===== src/rtl/sfir_pkg.sv =====
package sfir_pkg;
  // Width of the narrowed adder at tap `tap`, for a chain cut at `split`
  // with product width `pw`. Covers an unsigned pw-bit low field plus
  // (split-tap+1) signed products without overflow.
  function automatic int lo_width(input int pw, input int split, input int tap);
    return pw + $clog2(split - tap + 3);
  endfunction
endpackage


===== src/rtl/sfir_products.sv =====
module sfir_products #(
  parameter int NTAP  = 24,
  parameter int DW    = 8,
  parameter int CW    = 6,
  parameter int SPLIT = 9,
  parameter logic [((NTAP+1)/2)*CW-1:0] COEFS = '0
) (
  input  logic signed [DW-1:0]                    x,
  output logic [(SPLIT+1)*(CW+DW-1)-1:0]          q_lo,
  output logic [(NTAP-1-SPLIT)*(CW+DW-1)-1:0]     q_hi
);
  localparam int PW    = CW + DW - 1;
  localparam int NHALF = (NTAP + 1) / 2;

  logic signed [PW-1:0] prod [NHALF];

  // one multiplier per distinct coefficient
  for (genvar k = 0; k < NHALF; k++) begin : g_mul
    localparam logic signed [CW-1:0] HK = COEFS[k*CW +: CW];
    if (HK == {1'b1, {(CW-1){1'b0}}}) begin : g_bad
      $error("coefficient %0d uses the most negative code", k);
    end
    assign prod[k] = PW'(x) * PW'(HK);
  end

  // fan each product to both mirror taps
  for (genvar i = 0; i < NTAP; i++) begin : g_fan
    localparam int M = (i < NHALF) ? i : (NTAP - 1 - i);
    if (i <= SPLIT) begin : g_low
      assign q_lo[i*PW +: PW] = prod[M];
    end else begin : g_high
      assign q_hi[(i-SPLIT-1)*PW +: PW] = prod[M];
    end
  end
endmodule


===== src/rtl/sfir_upper.sv =====
module sfir_upper #(
  parameter int NTAP  = 24,
  parameter int PW    = 13,
  parameter int W     = 18,
  parameter int SPLIT = 9
) (
  input  logic                            clk,
  input  logic                            rst,
  input  logic                            adv,
  input  logic [(NTAP-1-SPLIT)*PW-1:0]    q_hi,
  output logic signed [W-1:0]             pj
);
  // full-width registers for taps SPLIT .. NTAP-2
  logic signed [W-1:0] acc [SPLIT:NTAP-2];

  always_ff @(posedge clk) begin
    if (rst) begin
      for (int i = SPLIT; i <= NTAP-2; i++) acc[i] <= '0;
    end else if (adv) begin
      acc[NTAP-2] <= W'($signed(q_hi[(NTAP-2-SPLIT)*PW +: PW]));
      for (int i = SPLIT; i <= NTAP-3; i++)
        acc[i] <= acc[i+1] + W'($signed(q_hi[(i-SPLIT)*PW +: PW]));
    end
  end

  assign pj = acc[SPLIT];


  upper_hold_chk: assert property (@(posedge clk) disable iff (rst)
    !adv |=> $stable(pj));
endmodule


===== src/rtl/sfir_lower.sv =====
module sfir_lower #(
  parameter int PW    = 13,
  parameter int W     = 18,
  parameter int SPLIT = 9
) (
  input  logic                         clk,
  input  logic                         rst,
  input  logic                         adv,
  input  logic signed [W-1:0]          pj,
  input  logic [(SPLIT+1)*PW-1:0]      q_lo,
  output logic signed [W-1:0]          y
);
  import sfir_pkg::*;
  localparam int LW = PW;
  localparam int HW = W - LW;
  localparam int MW = lo_width(PW, SPLIT, 0);
  localparam int XW = ((W > MW) ? W : MW) + 1;

  logic [LW-1:0]        lo_f;
  logic signed [HW-1:0] hi_f;
  assign lo_f = pj[LW-1:0];
  assign hi_f = pj[W-1:LW];

  logic signed [MW-1:0] a_bus [SPLIT+1];

  for (genvar i = 0; i <= SPLIT; i++) begin : g_st
    localparam int AW = lo_width(PW, SPLIT, i);
    logic signed [AW-1:0] p_in;
    logic signed [AW-1:0] a_out;
    if (i == SPLIT) begin : g_head
      assign p_in = AW'({1'b0, lo_f});
    end else begin : g_reg
      localparam int RW = lo_width(PW, SPLIT, i + 1);
      logic signed [RW-1:0] r_q;
      always_ff @(posedge clk) begin
        if (rst)      r_q <= '0;
        else if (adv) r_q <= RW'(a_bus[i+1]);
      end
      assign p_in = AW'(r_q);
    end
    assign a_out    = p_in + AW'($signed(q_lo[i*PW +: PW]));
    assign a_bus[i] = MW'(a_out);
  end

  // high field delay line, SPLIT stages
  logic signed [HW-1:0] hd [SPLIT];
  always_ff @(posedge clk) begin
    if (rst) begin
      for (int k = 0; k < SPLIT; k++) hd[k] <= '0;
    end else if (adv) begin
      hd[0] <= hi_f;
      for (int k = 1; k < SPLIT; k++) hd[k] <= hd[k-1];
    end
  end

  assign y = W'((XW'(hd[SPLIT-1]) <<< LW) + XW'(a_bus[0]));


  hi_hold_chk: assert property (@(posedge clk) disable iff (rst)
    !adv |=> $stable(hd[SPLIT-1]));
endmodule


===== src/rtl/split_fir.sv =====
module split_fir #(
  parameter int NTAP  = 24,
  parameter int DW    = 8,
  parameter int CW    = 6,
  parameter int SPLIT = 9,
  parameter logic [((NTAP+1)/2)*CW-1:0] COEFS =
    {6'h1F, 6'h08, 6'h35, 6'h3C, 6'h04, 6'h06,
     6'h03, 6'h3F, 6'h3D, 6'h3E, 6'h00, 6'h01}
) (
  input  logic                                    clk,
  input  logic                                    rst,
  input  logic                                    in_valid,
  output logic                                    in_ready,
  input  logic signed [DW-1:0]                    in_data,
  output logic                                    out_valid,
  input  logic                                    out_ready,
  output logic signed [CW+DW-1+$clog2(NTAP)-1:0]  out_data
);
  localparam int PW = CW + DW - 1;
  localparam int W  = PW + $clog2(NTAP);

  if (SPLIT < 1 || SPLIT > NTAP - 2) begin : g_bad_split
    $error("SPLIT must lie in 1..NTAP-2");
  end

  logic adv;
  assign in_ready = !out_valid || out_ready;
  assign adv      = in_valid && in_ready;

  logic [(SPLIT+1)*PW-1:0]        q_lo;
  logic [(NTAP-1-SPLIT)*PW-1:0]   q_hi;
  logic signed [W-1:0]            pj;
  logic signed [W-1:0]            y;

  sfir_products #(.NTAP(NTAP), .DW(DW), .CW(CW), .SPLIT(SPLIT), .COEFS(COEFS))
    u_prod (.x(in_data), .q_lo(q_lo), .q_hi(q_hi));

  sfir_upper #(.NTAP(NTAP), .PW(PW), .W(W), .SPLIT(SPLIT))
    u_upper (.clk(clk), .rst(rst), .adv(adv), .q_hi(q_hi), .pj(pj));

  sfir_lower #(.PW(PW), .W(W), .SPLIT(SPLIT))
    u_lower (.clk(clk), .rst(rst), .adv(adv), .pj(pj), .q_lo(q_lo), .y(y));

  always_ff @(posedge clk) begin
    if (rst) begin
      out_valid <= 1'b0;
      out_data  <= '0;
    end else if (adv) begin
      out_valid <= 1'b1;
      out_data  <= y;
    end else if (out_ready) begin
      out_valid <= 1'b0;
    end
  end


  rst_clear_chk: assert property (@(posedge clk) rst |=> !out_valid);

  valid_latency_chk: assert property (@(posedge clk) disable iff (rst)
    (in_valid && in_ready) |=> out_valid);

  idle_drop_chk: assert property (@(posedge clk) disable iff (rst)
    (!(in_valid && in_ready) && out_ready) |=> !out_valid);

  hold_stable_chk: assert property (@(posedge clk) disable iff (rst)
    (out_valid && !out_ready) |=> (out_valid && $stable(out_data)));
endmodule


===== config.mk =====
export PLATFORM = sky130hd
export DESIGN_NAME = split_fir
export DESIGN_NICKNAME = d
export VERILOG_FILES = /design/src/rtl/sfir_pkg.sv /design/src/rtl/sfir_products.sv /design/src/rtl/sfir_upper.sv /design/src/rtl/sfir_lower.sv /design/src/rtl/split_fir.sv
export SDC_FILE = /design/constraint.sdc
export NUM_CORES = 1
export LEC_CHECK = 0
export ABC_AREA = 1
export BUFFER_PORTS_ARGS = -buffer_cell sky130_fd_sc_hd__buf_4
export CORE_UTILIZATION = 45
export CTS_CLUSTER_SIZE = 20
export DETAILED_ROUTE_END_ITERATION = 16
export MAX_ROUTING_LAYER = met4
export PLACE_DENSITY = 0.67
export SKIP_LAST_GASP = 1
export SYNTH_ARGS = -nofsm -noshare
export SYNTH_HDL_FRONTEND = slang
export SYNTH_HIERARCHICAL = 1
export SYNTH_SLANG_ARGS = --single-unit

===== constraint.sdc =====
create_clock -name clk -period 6.9 [get_ports clk]
set_input_delay 1.38 -clock clk [delete_from_list [all_inputs] [get_ports clk]]
set_output_delay 1.38 -clock clk [all_outputs]
set_load 0.05 [all_outputs]

==> results by group, run 1 <==
Status
  – Run status: finished, final reports clean

Route
  – Average wire per standard cell: 14.5 microns
  – Total Wirelength: 106000 microns
  – Remaining antenna violation count after routing: 0
  – Vias: 36200
  – Detailed Routing Iterations Pass 1: 7
  – DRC: 0
  – First-iteration detailed-routing DRC count: 2611
  – DR vias/cell: 4.96

Logic synthesis
  – Yosys warns: 6
  – Instance count of the mapped netlist: 6209
  – Synth unique cells: 45
  – Register bit count reported by yosys: 456
  – Seq/Total Area, Yosys: 28.7%
  – Syn_area_per_cell: 6.77 sq um
  – Asr flop ratio synth: 0%
  – Post-synth EDFFs: 292
  – Area of the mapped netlist: 42000 sq um
  – Ys flop type: edfxtp_1

Clock network
  – CTS resizes: 0
  – Clock transition at the registers of the reported paths: 0.06 ns
  – Clock Sinks: 456
  – Post-CTS Setup Repair Bufs: 0
  – TritonCTS clock tree: built
  – CTS buffer count: 55
  – CTS max path bufs: 3
  – Root Driver: clkbuf_16
  – H-tree depth: 2
  – Clk_lat worst skew: 0.64 ns
  – Hold Buf Count CTS: 0

Worst setup path
  – CP delay by family, top: adder cells
  – Max FO, Critical Path: 14
  – Worst reg2reg path startpoint: u_lower/g_st[0].g_reg.r_q[12]$_SDFFE_PP0P_
  – Worst Setup SP: in_data[6]
  – Critical path endpoint category: flop
  – Critical path arrival: 6.13 ns
  – Slowest cell on the critical path: fa_1
  – Crit path top cell by count: nand2_1
  – Worst Setup Path Type: in2reg
  – Required @ worst endpoint: 7.27 ns
  – Crit path largest cell delay: 0.54 ns
  – CP Buf/Inv Count: 6
  – Crit start category: primary input

Cells and area
  – Commonest cells after routing, fill and taps aside: nand2_1, inv_1, nor2_1
  – Layout cells sized above 1: 3.91%
  – Antenna diode count: 0
  – Most common cell after layout, fill and taps aside: nand2_1
  – Fin nets: 6521
  – Area delta synth->final: 4.02%

Floorplan
  – I/O Pins: 32
  – Die width: 308 microns
  – Die H: 308 microns
  – Starting Density: 45.7%
  – Site Rows: 111
  – Core region area: 92100 sq um
  – Overall die area: 94700 sq um

STA
  – Worst-Margin Slew: 1.21 ns
  – Final Max Slew Viols: 0
  – Setup_tns: 0 ns
  – Period utilization: 83.5%
  – RSZ-0062 raised after global routing: no
  – Final hold vios: 0
  – Rel. slew slack: 19.2%
  – Min Tclk post-route: 5.76 ns
  – Clk_skew: 0.0250 ns
  – WHS: 0.456 ns
  – Highest achievable clock rate: 173 MHz
  – Final setup viols: 0

GRT
  – Overflow after GRT: 0
  – Largest net degree at the start of global routing: 190
  – Initial antenna violation count: 2
  – First-pass GRT wire length: 169000 microns
  – Vias in the first global route: 33200
  – Overall routing resource usage: 22.9%

Power and ir drop
  – Worst vdd ir: 0.218 mV
  – PwrDens: 295 nW/um^2
  – P_leak: 23.5 nW

Place
  – Gpl congestion: 0.926
  – IO Port Bufs: 31
  – HPWL after DPL: 79700 microns

Min path
  – Hold path start: u_lower/g_st[4].g_reg.r_q[6]$_SDFFE_PP0P_
  – HP Class: reg2reg

Flow run
  – Maxcap violations: 0
[final timing paths]
| kind | slack (ns) | cells after the start | to |
|---|---|---|---|
| min | 0.46 | 2 | u_lower/g_st[4].g_reg.r_q[6]$_SDFFE_PP0P_ |
| min reg2reg | 0.46 | 2 | u_lower/g_st[4].g_reg.r_q[6]$_SDFFE_PP0P_ |
| max | 1.14 | 26 | u_upper/acc[1][53]$_SDFFCE_PN0P_ |
| max reg2reg | 3.66 | 20 | out_data[17]$_SDFFE_PP0P_ |
[registers in the layout, summed over array words and instances, names as in the netlist]
| name | cells |
|---|---|
| u_lower/hd | 45 |
| u_lower/g_st.g_reg.r_q | 145 |
| u_upper/acc | 247 |
| out_data | 18 |
| out_valid | 1 |
[kinds of logic (layout without fill, tap and decap cells)]
kind of cell / count (synthesis) / after routing / synth area share [%]
xor gates and xnor gates: 81 / 81 / 1.69
DFF: 456 / 456 / 28.7
buffers and inverters: 1321 / 1129 / 14.6
and+or+nand+nor: 3102 / 3102 / 29.9
other: 1 / 44 / 0.00892
AOI/OAI and AO/OA: 753 / 753 / 9.59
adders and majority gates: 495 / 495 / 15.6
[report_power, final]
group	internal (mW)	leakage [nW]	switching, mW
sequential	3.36	4.54	0.211
combinational	2.04	18.0	4.16
clock	1.86	0.960	1.25
total	7.26	23.5	5.62
[stage by stage]
step                utilization (%)  area (sq um)  setup slack [ns]  std cells  power (mW)
floorplan                         -         42200              1.42       6252        8.54
global placement               45.4         41800             0.627       7200        9.69
detailed placement             45.4         41800             0.540       7200        9.74
CTS                            47.5         43700              1.20       7303        12.9
global route                   47.5         43700             0.809       7303        14.0
finish                         47.5         43700              1.14       7303        12.9
[synth_stat cells, drive strengths merged, types with 21 or more instances]
cell type / number / area share [%]
inv: 971 / 8.7
buf: 329 / 5.8
nor2: 590 / 5.3
xor2: 50 / 1.0
ha: 449 / 13
o21ai: 231 / 2.9
edfxtp: 292 / 21
nor3: 59 / 0.74
nand3b: 32 / 0.57
nand4: 21 / 0.31
nand3: 372 / 4.5
dfxtp: 164 / 7.8
nand2: 1992 / 18
fa: 46 / 2.2
xnor2: 31 / 0.65
and2: 28 / 0.42
a21oi: 464 / 5.7
[worst register-to-register path, cell delays in order, from the launching register on]
cell      delay (ns)
dfxtp_1         0.44
ha_1            0.35
a21o_1          0.23
o21bai_1        0.15
a21oi_1         0.17
nand2_1         0.07
nand2_1         0.06
nand2_1         0.05
ha_1            0.20
fa_1            0.41
nand3_1         0.09
nand2_1         0.07
or2_2           0.27
nand2_1         0.08
inv_1           0.04
nand3_1         0.07
nand2_1         0.05
inv_1           0.07
nand3_1         0.08
nand2_1         0.13
nor2_1          0.06
[cell type report]
class | count | area [sq um]
tap | 1243 | 1560
sequential | 456 | 12100
fill | 9342 | 48300
clock buffer | 70 | 1590
inverter | 972 | 3650
clock inverter | 33 | 358
timing repair buffer | 54 | 443
multi-input combinational | 4475 | 24100
[metal layers]
metal,global-route usage (%),wire length (microns)
met5,-,0
met4,6.81,3250
met3,2.65,5230
met2,36.9,47600
met1,30.1,49800
Note: power is estimated with default switching activity, not from simulation.
==> inputs of run 2 (changes only) <==
clock period = 5.5 ns   (was 6.9 ns; I/O delays follow)
==> run 2 against run 1 <==
Final cell count is 0.73% higher. Combinational power is 27% higher. Count of clock-buffer cells in the layout decreased by 2. Global-route usage about the same. Setup slack lost 0.46 ns. Die area unchanged. Wire length shrank 0.15%. Cell area up 1.1%. Critical path type unchanged. Highest routed layer unchanged.
==> results by group, run 2 (synthesis results as in run 1) <==
Worst setup path
  – Crit start category: primary input
  – Crit path top cell by count: nand2_1
  – Required @ worst endpoint: 5.88 ns (-1.39 ns)
  – Worst Setup Path Type: in2reg
  – Crit path largest cell delay: 0.52 ns (-0.02 ns)
  – R2r setup slk: 2.24 ns (-1.42 ns)
  – Critical path endpoint category: flop
  – Critical path arrival: 5.21 ns (-0.92 ns)
  – Max FO, Critical Path: 7 (-7)
  – Slowest cell on the critical path: fa_1
  – R2R cell count: 21 (+5.0%)

Power and ir drop
  – Worst vdd ir: 0.262 mV (+20%)
  – Net switching share of the total power: 42.8% (-0.82 points)
  – Sequential share of power: 27.1% (-0.6 points)
  – Final total power: 16.5 mW (+28%)
  – PwrDens: 374 nW/um^2 (+27%)
  – Cell-internal power: 9.46 mW (+30%)
  – Clock power share: 25.1% (+1.0 points)
  – Combinational share of power: 47.8% (-0.3 points)
  – Sw Pwr: 7.08 mW (+26%)
  – P_leak: 23.8 nW (+1.3%)

GRT
  – Vias in the first global route: 33900 (+2.0%)
  – Initial antenna violation count: 0 (-2)
  – Overflow after GRT: 0 (unchanged)
  – First-pass GRT wire length: 171000 microns (+1.3%)
  – Largest net degree at the start of global routing: 127 (-33%)
  – Overall routing resource usage: 22.9% (+0.042 points)

Status
  – Run status: finished, final reports clean

Cells and area
  – Biggest register: u_upper/acc
  – Layout cells sized above 1: 4.65% (+0.73 points)
  – Fill count: 9333 (-0.096%)
  – Fin nets: 6573 (+0.80%)
  – Commonest cells after routing, fill and taps aside: nand2_1, inv_1, nor2_1
  – Biggest regs: u_upper/acc (247), u_lower/g_st.g_reg.r_q (145), u_lower/hd (45)
  – Area delta synth->final: 5.15%
  – Max FFs per register: 247 (unchanged)
  – Antenna diode count: 0 (unchanged)
  – Most common cell after layout, fill and taps aside: nand2_1

Clock network
  – Clock Sinks: 456 (unchanged)
  – Hold Buf Count CTS: 0 (unchanged)
  – TritonCTS clock tree: built
  – CTS resizes: 0 (unchanged)
  – Clk_lat worst skew: 0.65 ns (about the same)
  – CTS buffer count: 56 (+1.8%)
  – CTS max path bufs: 3 (unchanged)
  – Post-CTS Setup Repair Bufs: 0 (unchanged)
  – H-tree depth: 2 (unchanged)
  – Clock transition at the registers of the reported paths: 0.06 ns (about the same)
  – Root Driver: clkbuf_16

STA
  – Period utilization: 87.8%
  – Final Max Slew Viols: 0 (unchanged)
  – Final hold vios: 0 (unchanged)
  – Setup_tns: 0 ns (unchanged)
  – Worst-Margin Slew: 1.05 ns (-0.157 ns)
  – RSZ-0062 raised after global routing: no
  – Highest achievable clock rate: 207 MHz
  – Final setup viols: 0 (unchanged)
  – Min Tclk post-route: 4.83 ns
  – Rel. slew slack: 29.8% (+11 points)
  – Clk_skew: 0.0274 ns (+0.00237 ns)

Route
  – Vias: 36700 (+1.2%)
  – Remaining antenna violation count after routing: 0 (unchanged)
  – Total Wirelength: 106000 microns (-0.15%)
  – First-iteration detailed-routing DRC count: 2372 (-9.2%)
  – DR vias/cell: 4.99 (+0.47%)
  – Average wire per standard cell: 14.4 microns (-0.87%)
  – DRC: 0 (unchanged)
  – Detailed Routing Iterations Pass 1: 6 (-1)

Floorplan
  – Site Rows: 111 (unchanged)
  – Die width: 308 microns (unchanged)
  – Overall die area: 94700 sq um (unchanged)
  – Core region area: 92100 sq um (unchanged)
  – I/O Pins: 32 (unchanged)
  – Starting Density: 45.7% (unchanged)
  – Die H: 308 microns (unchanged)

Min path
  – HP Class: reg2reg
  – Worst Hold Path Cells: 2 (unchanged)

Place
  – Gpl congestion: 0.926 (about the same)
  – HPWL after DPL: 80700 microns (+1.2%)
  – IO Port Bufs: 31 (unchanged)

Flow run
  – Maxcap violations: 0 (unchanged)
## run 2: power by group through the flow
stage / registers (mW) / clock network [mW] / logic [mW]
6_report: 4.48 / 4.16 / 7.90
5_1_grt: 4.53 / 4.38 / 9.05
4_1_cts: 4.49 / 4.26 / 7.83
3_5_place_dp: 4.55 / 0 / 7.77
3_3_place_gp: 4.55 / 0 / 7.72
2_1_floorplan: 4.51 / 0 / 6.20
## run 2: critical path: cells and delay by family
kind	cells	cell delay, ns
simple gates	11	0.96
buf+inv	5	0.69
fa+ha+maj	5	1.78
xor+xnor	1	0.19
compound gates	3	0.48
## run 2: path summary, 6_finish.rpt
kind                                             start                                         to
max                                         in_data[2]           u_upper/acc[1][51]$_SDFFCE_PN0P_
min          u_lower/g_st[1].g_reg.r_q[7]$_SDFFE_PP0P_  u_lower/g_st[1].g_reg.r_q[7]$_SDFFE_PP0P_
max reg2reg  u_lower/g_st[0].g_reg.r_q[0]$_SDFFE_PP0P_                  out_data[17]$_SDFFE_PP0P_
min reg2reg  u_lower/g_st[1].g_reg.r_q[7]$_SDFFE_PP0P_  u_lower/g_st[1].g_reg.r_q[7]$_SDFFE_PP0P_
## run 2: per-layer routing
layer	wire, microns	vias up	part of all wire [%]	global-route usage (%)
li1	-	19200	-	-
met1	49600	16500	47	30.0
met2	48300	785	46	37.8
met3	5710	127	5.4	3.01
met4	2050	0	1.9	4.92
met5	0	-	0	-
## run 2: metrics by stage
stage / instances / util (%) / hold WS (ns) / cell area (sq um) / setup slack, ns
after detailed placement: 7251 / 45.8 / 0.445 / 42100 / 0.0352
after floorplan: 6252 / - / 0.430 / 42200 / 0.298
after CTS: 7356 / 48.0 / 0.457 / 44200 / 0.693
after global routing: 7356 / 48.0 / 0.470 / 44200 / 0.322
after global placement: 7251 / 45.8 / 0.442 / 42100 / 0.0417
final: 7356 / 48.0 / 0.452 / 44200 / 0.674
## run 2: area by class of cell
type / count / area [sq um] / share of cell area [%]
well taps: 1243 / 1560 / 3.52
clock buffers: 68 / 1520 / 3.43
clock inverters: 37 / 553 / 1.25
repair buffers: 105 / 851 / 1.92
flip-flops and latches: 456 / 12100 / 27.3
multi-input cells: 4475 / 24000 / 54.4
inverters: 972 / 3650 / 8.26
